--- src/rtl/sync_det_pkg.sv ---
package sync_det_pkg;

    localparam int unsigned BYTE_BITS = 8;

    // Window length in bits for a byte-count selector value.
    function automatic int unsigned win_len(input int unsigned sel);
        return (sel + 1) * BYTE_BITS;
    endfunction

endpackage

--- src/rtl/sync_hist_shifter.sv ---
module sync_hist_shifter #(
    parameter int unsigned WIN_W = 32,
    parameter int unsigned CNT_W = $clog2(WIN_W + 1)
) (
    input  logic             clk,
    input  logic             rst,
    input  logic             active,
    input  logic             bit_valid,
    input  logic             bit_in,
    output logic [WIN_W-1:0] hist_nxt,
    output logic [CNT_W-1:0] cnt_nxt,
    output logic             shift_nxt
);

    localparam logic [CNT_W-1:0] CNT_MAX = CNT_W'(WIN_W);

    typedef struct packed {
        logic [WIN_W-1:0] hist;
        logic [CNT_W-1:0] cnt;
    } shreg_t;

    shreg_t st_d, st_q;

    always_comb begin
        st_d      = st_q;
        shift_nxt = 1'b0;
        if (!active) begin
            st_d.hist = '0;
            st_d.cnt  = '0;
        end else if (bit_valid) begin
            shift_nxt = 1'b1;
            st_d.hist = {st_q.hist[WIN_W-2:0], bit_in};
            if (st_q.cnt != CNT_MAX) begin
                st_d.cnt = st_q.cnt + 1'b1;
            end
        end
    end

    always_ff @(posedge clk) begin
        if (rst) begin
            st_q <= '0;
        end else begin
            st_q <= st_d;
        end
    end

    assign hist_nxt = st_d.hist;
    assign cnt_nxt  = st_d.cnt;

endmodule

--- src/rtl/sync_pattern_align.sv ---
module sync_pattern_align #(
    parameter int unsigned BYTES  = 4,
    parameter int unsigned BYTE_W = 8,
    parameter int unsigned SIZE_W = (BYTES > 1) ? $clog2(BYTES) : 1
) (
    input  logic [BYTES*BYTE_W-1:0] pattern,
    input  logic [SIZE_W-1:0]       size_sel,
    output logic [BYTES*BYTE_W-1:0] ref_vec,
    output logic [BYTES*BYTE_W-1:0] ref_mask
);

    localparam int unsigned WIN_W = BYTES * BYTE_W;

    logic [WIN_W-1:0] cand_vec  [BYTES];
    logic [WIN_W-1:0] cand_mask [BYTES];

    // One candidate per selectable length: byte 0 lands in the most
    // significant used byte, the last used byte in the lowest one.
    for (genvar s = 0; s < BYTES; s++) begin : g_len
        for (genvar k = 0; k < BYTES; k++) begin : g_byte
            if (k <= s) begin : g_used
                assign cand_vec[s][(s-k)*BYTE_W +: BYTE_W]  = pattern[k*BYTE_W +: BYTE_W];
            end else begin : g_unused
                assign cand_vec[s][k*BYTE_W +: BYTE_W]      = '0;
            end
            if (k <= s) begin : g_mon
                assign cand_mask[s][k*BYTE_W +: BYTE_W] = '1;
            end else begin : g_moff
                assign cand_mask[s][k*BYTE_W +: BYTE_W] = '0;
            end
        end
    end

    always_comb begin
        ref_vec  = cand_vec[0];
        ref_mask = cand_mask[0];
        for (int s = 0; s < BYTES; s++) begin
            if (int'(size_sel) == s) begin
                ref_vec  = cand_vec[s];
                ref_mask = cand_mask[s];
            end
        end
    end

endmodule

--- src/rtl/sync_err_counter.sv ---
module sync_err_counter #(
    parameter int unsigned WIN_W = 32,
    parameter int unsigned CNT_W = $clog2(WIN_W + 1)
) (
    input  logic [WIN_W-1:0] hist,
    input  logic [WIN_W-1:0] ref_vec,
    input  logic [WIN_W-1:0] ref_mask,
    output logic [CNT_W-1:0] err_cnt
);

    logic [WIN_W-1:0] diff;

    assign diff = (hist ^ ref_vec) & ref_mask;

    always_comb begin
        err_cnt = '0;
        for (int i = 0; i < WIN_W; i++) begin
            err_cnt = err_cnt + CNT_W'(diff[i]);
        end
    end

endmodule

--- src/rtl/sync_word_detector.sv ---
module sync_word_detector #(
    parameter int unsigned BYTES  = 4,
    parameter int unsigned TOL_W  = 2,
    parameter int unsigned SIZE_W = (BYTES > 1) ? $clog2(BYTES) : 1
) (
    input  logic                       clk,
    input  logic                       rst,
    input  logic                       det_en,
    input  logic                       bitsync_on,
    input  logic                       bit_valid,
    input  logic                       bit_in,
    input  logic [SIZE_W-1:0]          size_sel,
    input  logic [TOL_W-1:0]           tol_sel,
    input  logic [BYTES*sync_det_pkg::BYTE_BITS-1:0] pattern,
    input  logic                       irq_clr,
    output logic                       match_pulse,
    output logic                       irq_flag
);

    import sync_det_pkg::*;

    localparam int unsigned WIN_W = BYTES * BYTE_BITS;
    localparam int unsigned CNT_W = $clog2(WIN_W + 1);

    typedef struct packed {
        logic match;
        logic irq;
    } out_t;

    out_t out_d, out_q;

    logic             active;
    logic [WIN_W-1:0] hist_nxt;
    logic [CNT_W-1:0] cnt_nxt;
    logic             shift_nxt;
    logic [WIN_W-1:0] ref_vec;
    logic [WIN_W-1:0] ref_mask;
    logic [CNT_W-1:0] err_cnt;
    logic [CNT_W-1:0] need_bits;
    logic             hit;

    assign active = det_en & bitsync_on;

    sync_hist_shifter #(
        .WIN_W (WIN_W),
        .CNT_W (CNT_W)
    ) u_shift (
        .clk       (clk),
        .rst       (rst),
        .active    (active),
        .bit_valid (bit_valid),
        .bit_in    (bit_in),
        .hist_nxt  (hist_nxt),
        .cnt_nxt   (cnt_nxt),
        .shift_nxt (shift_nxt)
    );

    sync_pattern_align #(
        .BYTES  (BYTES),
        .BYTE_W (BYTE_BITS),
        .SIZE_W (SIZE_W)
    ) u_align (
        .pattern  (pattern),
        .size_sel (size_sel),
        .ref_vec  (ref_vec),
        .ref_mask (ref_mask)
    );

    sync_err_counter #(
        .WIN_W (WIN_W),
        .CNT_W (CNT_W)
    ) u_errs (
        .hist     (hist_nxt),
        .ref_vec  (ref_vec),
        .ref_mask (ref_mask),
        .err_cnt  (err_cnt)
    );

    assign need_bits = CNT_W'(win_len(int'(size_sel)));

    assign hit = shift_nxt && (cnt_nxt >= need_bits)
              && (err_cnt <= CNT_W'(tol_sel));

    always_comb begin
        out_d       = out_q;
        out_d.match = hit;
        // a new match outranks a clear in the same cycle
        out_d.irq   = (out_q.irq & ~irq_clr) | hit;
    end

    always_ff @(posedge clk) begin
        if (rst) begin
            out_q <= '0;
        end else begin
            out_q <= out_d;
        end
    end

    assign match_pulse = out_q.match;
    assign irq_flag    = out_q.irq;

endmodule

--- config.mk ---
export PLATFORM = sky130hd
export DESIGN_NAME = sync_word_detector
export DESIGN_NICKNAME = d
export VERILOG_FILES = /design/src/rtl/sync_det_pkg.sv /design/src/rtl/sync_hist_shifter.sv /design/src/rtl/sync_pattern_align.sv /design/src/rtl/sync_err_counter.sv /design/src/rtl/sync_word_detector.sv
export SDC_FILE = /design/constraint.sdc
export NUM_CORES = 1
export LEC_CHECK = 0
export BUFFER_PORTS_ARGS = -buffer_cell sky130_fd_sc_hd__buf_2
export CAP_MARGIN = 20
export CORE_AREA = 2 2 126 97
export DETAILED_ROUTE_END_ITERATION = 6
export DIE_AREA = 0 0 128 99
export SYNTH_ARGS = -nofsm -noshare
export SYNTH_HDL_FRONTEND = slang
export SYNTH_HIERARCHICAL = 1
export SYNTH_SLANG_ARGS = --single-unit
--- constraint.sdc ---
create_clock -name clk -period 12.6 [get_ports clk]
set_input_delay 1.89 -clock clk [delete_from_list [all_inputs] [get_ports clk]]
set_output_delay 1.89 -clock clk [all_outputs]
set_load 0.1 [all_outputs]
==> results.cfg <==
[outcome]
outcome = finished clean

[die]
start_util = 0.346
io_pins = 45
rows = 34
die_h_um = 99
core_area_mm2 = 0.0114
die-area_mm2 = 0.0127
die-width_um = 128

[final_layout]
multi_input_area_mm2 = 0.00266
fill_cells = 1203
fin_nets = 534
fin_cells = 597
area_delta_synth_final_pct = 5.20
layout_common_cells = 59 x mux2i_1, 44 x buf_2, 40 x nor2_1, 40 x dfxtp_1, 36 x xor2_1
regArea_um2 = 801
antenna_cells = 0
drive_above_1_share = 0.146
layout_commonest_cell = mux2i_1

[worst_setup_path]
crit_path_end_kind = register
worst_ep_required_time_ns = 12.82
r2r-end = irq_flag$_SDFF_PP0_
start_kind = primary input
worstPathMaxFanout = 37
arrival_ns = 8.47
reg2regPathDepth = 21
path_common_cell = fa_1
cpPeakStageDelay_ns = 0.67
cp_cell_sequence = buf_2, nor2b_1, a22o_1, xor2_1, and2_1, fa_1, inv_1, fa_1, inv_1, fa_1, fa_1, fa_1, fa_1, ha_1, inv_1, fa_1, nand2b_1, a21oi_2, xor2_1, nor4_2, nand4b_1, o21ai_1
crit_end = irq_flag$_SDFF_PP0_
regToRegSetupSlack_ns = 6.78
critPathLaunch = size_sel[0]
critPathKind = in2reg
timing.rr.start = u_shift/st_q[12]$_SDFF_PP0_
slowest_stage = buf_2

[sta]
tns_ns = 0
slew_viol_final = 0
period_share = 0.655
setup_viol = 0
tightest_slew_ns = 1.09
period_needed_ns = 8.25
fmax_mhz = 121
max-slew-margin-rel = 0.273
rsz0062_at_grt = false
final_hold_viol_count = 0
skew_ns = 0.00622
hold_ws_ns = 0.454

[synthesis]
ys_seq_area_frac = 0.203
synthFlopType = dfxtp_1
ys_top_cells_by_area = dfxtp_1 20%, mux2i_1 15%, fa_1 12%
yosysUniqueCellTypes = 39
ys_ff_latch = 40
synth_area_mm2 = 0.00394
syn_area_per_cell_um2 = 8.82
netlist_instances = 447
synth-edff-count = 0
ys_async_sr_fraction = 0
yosysWarnings = 6
yosys.area.top_type = dfxtp_1
yosysTopAreaCellShare = 0.203

[power]
p_leak_nw = 2.01
p_per_area_mw_per_mm2 = 132
ir_worst_vdd_mv = 0.0814

[global_route]
antenna_found_initial = 0
gr-usage-all-layers = 0.145
grt_pass1_vias = 2894
grt_pass1_wl_um = 14300
overflow = 0
grt_start_max_net_pins = 60

[placed_design]
place_inst = 589
gp_congestion = 0.864
dp_hpwl_um = 7040
port_buffers = 44

[clocking]
hold_buffers = 0
cts_buffers = 5
clk_latency_ns = 0.29
clock_sinks = 40
cts_tree = yes
cts.clk_slew.worst_paths_ns = 0.06
cts_setup_buffers = 0
post_cts_resized = 0
clk_path_buf_depth = 2
clock-root-buffer = clkbuf_16
h-tree-depth = 2

[drt]
firstDrtPassIters = 4
wl_per_cell_um = 14.8
wl_um = 8820
vias = 2851
vias_per_cell = 4.78
drtAntennaViolNets = 0
drc = 0
first_iter_violations = 120

[worst_hold_path]
min_path_type = reg2reg

[run]
maxCapViolations = 0
==> state kept, by name, summed over array words and instances, names as in the netlist <==
register      flops
match_pulse       1
u_shift/st_q     38
irq_flag          1
==> cell type report <==
cell class | count | share of cell area
well taps | 144 | 0.0434
clock buffers | 7 | 0.0344
flip-flops and latches | 40 | 0.193
inverters | 34 | 0.0308
multi-input cells | 326 | 0.642
repair buffers | 45 | 0.0549
clock inverters | 1 | 0.00181
==> Yosys cell counts, types with 3 or more instances <==
cell	instances
buf_6	6
ha_1	15
buf_2	5
a21oi_1	3
a22o_1	8
mux2_2	5
mux2_4	3
nor3_1	34
and3_1	8
nand2b_1	3
inv_1	34
fa_1	24
o21ai_0	4
buf_4	29
dfxtp_1	40
nor2_1	40
clkbuf_1	13
mux2i_1	59
and2_1	26
xor2_1	36
nor2b_1	13
nand2_1	17
==> how the worst min path moves through the flow <==
| stage | cells past startpoint | from | slack [ns] | end |
|---|---|---|---|---|
| 2_1_floorplan | 2 | u_shift/st_q[37]$_SDFF_PP0_ | 0.50 | u_shift/st_q[37]$_SDFF_PP0_ |
| 3_3_place_gp | 2 | irq_flag$_SDFF_PP0_ | 0.45 | irq_flag$_SDFF_PP0_ |
| 3_5_place_dp | 2 | irq_flag$_SDFF_PP0_ | 0.46 | irq_flag$_SDFF_PP0_ |
| 4_1_cts | 2 | irq_flag$_SDFF_PP0_ | 0.47 | irq_flag$_SDFF_PP0_ |
| 5_1_grt | 2 | irq_flag$_SDFF_PP0_ | 0.48 | irq_flag$_SDFF_PP0_ |
| 6_report | 2 | irq_flag$_SDFF_PP0_ | 0.45 | irq_flag$_SDFF_PP0_ |
==> critical path, delay by kind of cell <==
| kind | cells | cell delay [ns] |
|---|---|---|
| compound gates | 3 | 0.55 |
| xor+xnor | 2 | 0.16 |
| fa+ha+maj | 8 | 3.61 |
| buf+inv | 4 | 0.83 |
| simple gates | 5 | 1.42 |
==> report_power, final <==
part	internal [W]	switching, W
sequential	0.000127	0.000000440
clock	0.0000789	0.0000517
combinational	0.000132	0.000157
==> cell families after synthesis <==
logic type,count (synthesis),share of synthesized area
multiplexers,67,0.175
flip-flops,40,0.203
XOR/XNOR,38,0.0844
adder cells (fa/ha/maj),39,0.169
other,1,0.000951
AO/OA/AOI/OAI,23,0.0416
AND/OR/NAND/NOR,151,0.196
buffers and inverters,88,0.129
==> layer usage <==
metal,up-vias,GRT usage,routed length [µm]
met4,0,0.0245,53
li1,1435,-,-
met1,1328,0.220,4590
met3,6,0.0309,569
met5,-,0,0
met2,82,0.212,3600
==> per-stage QoR <==
| stage | worst slack [ns] | cell area, µm² | utilization | power (W) |
|---|---|---|---|---|
| after global placement | 4.18 | 4000 | 0.351 | 0.000404 |
| final | 4.35 | 4150 | 0.364 | 0.000547 |
| after global routing | 3.96 | 4150 | 0.364 | 0.000593 |
| after floorplan | 4.92 | 3970 | - | 0.000362 |
| after CTS | 4.32 | 4150 | 0.364 | 0.000553 |
| after detailed placement | 4.02 | 4000 | 0.351 | 0.000421 |
Note: power is estimated with default switching activity, not from simulation.
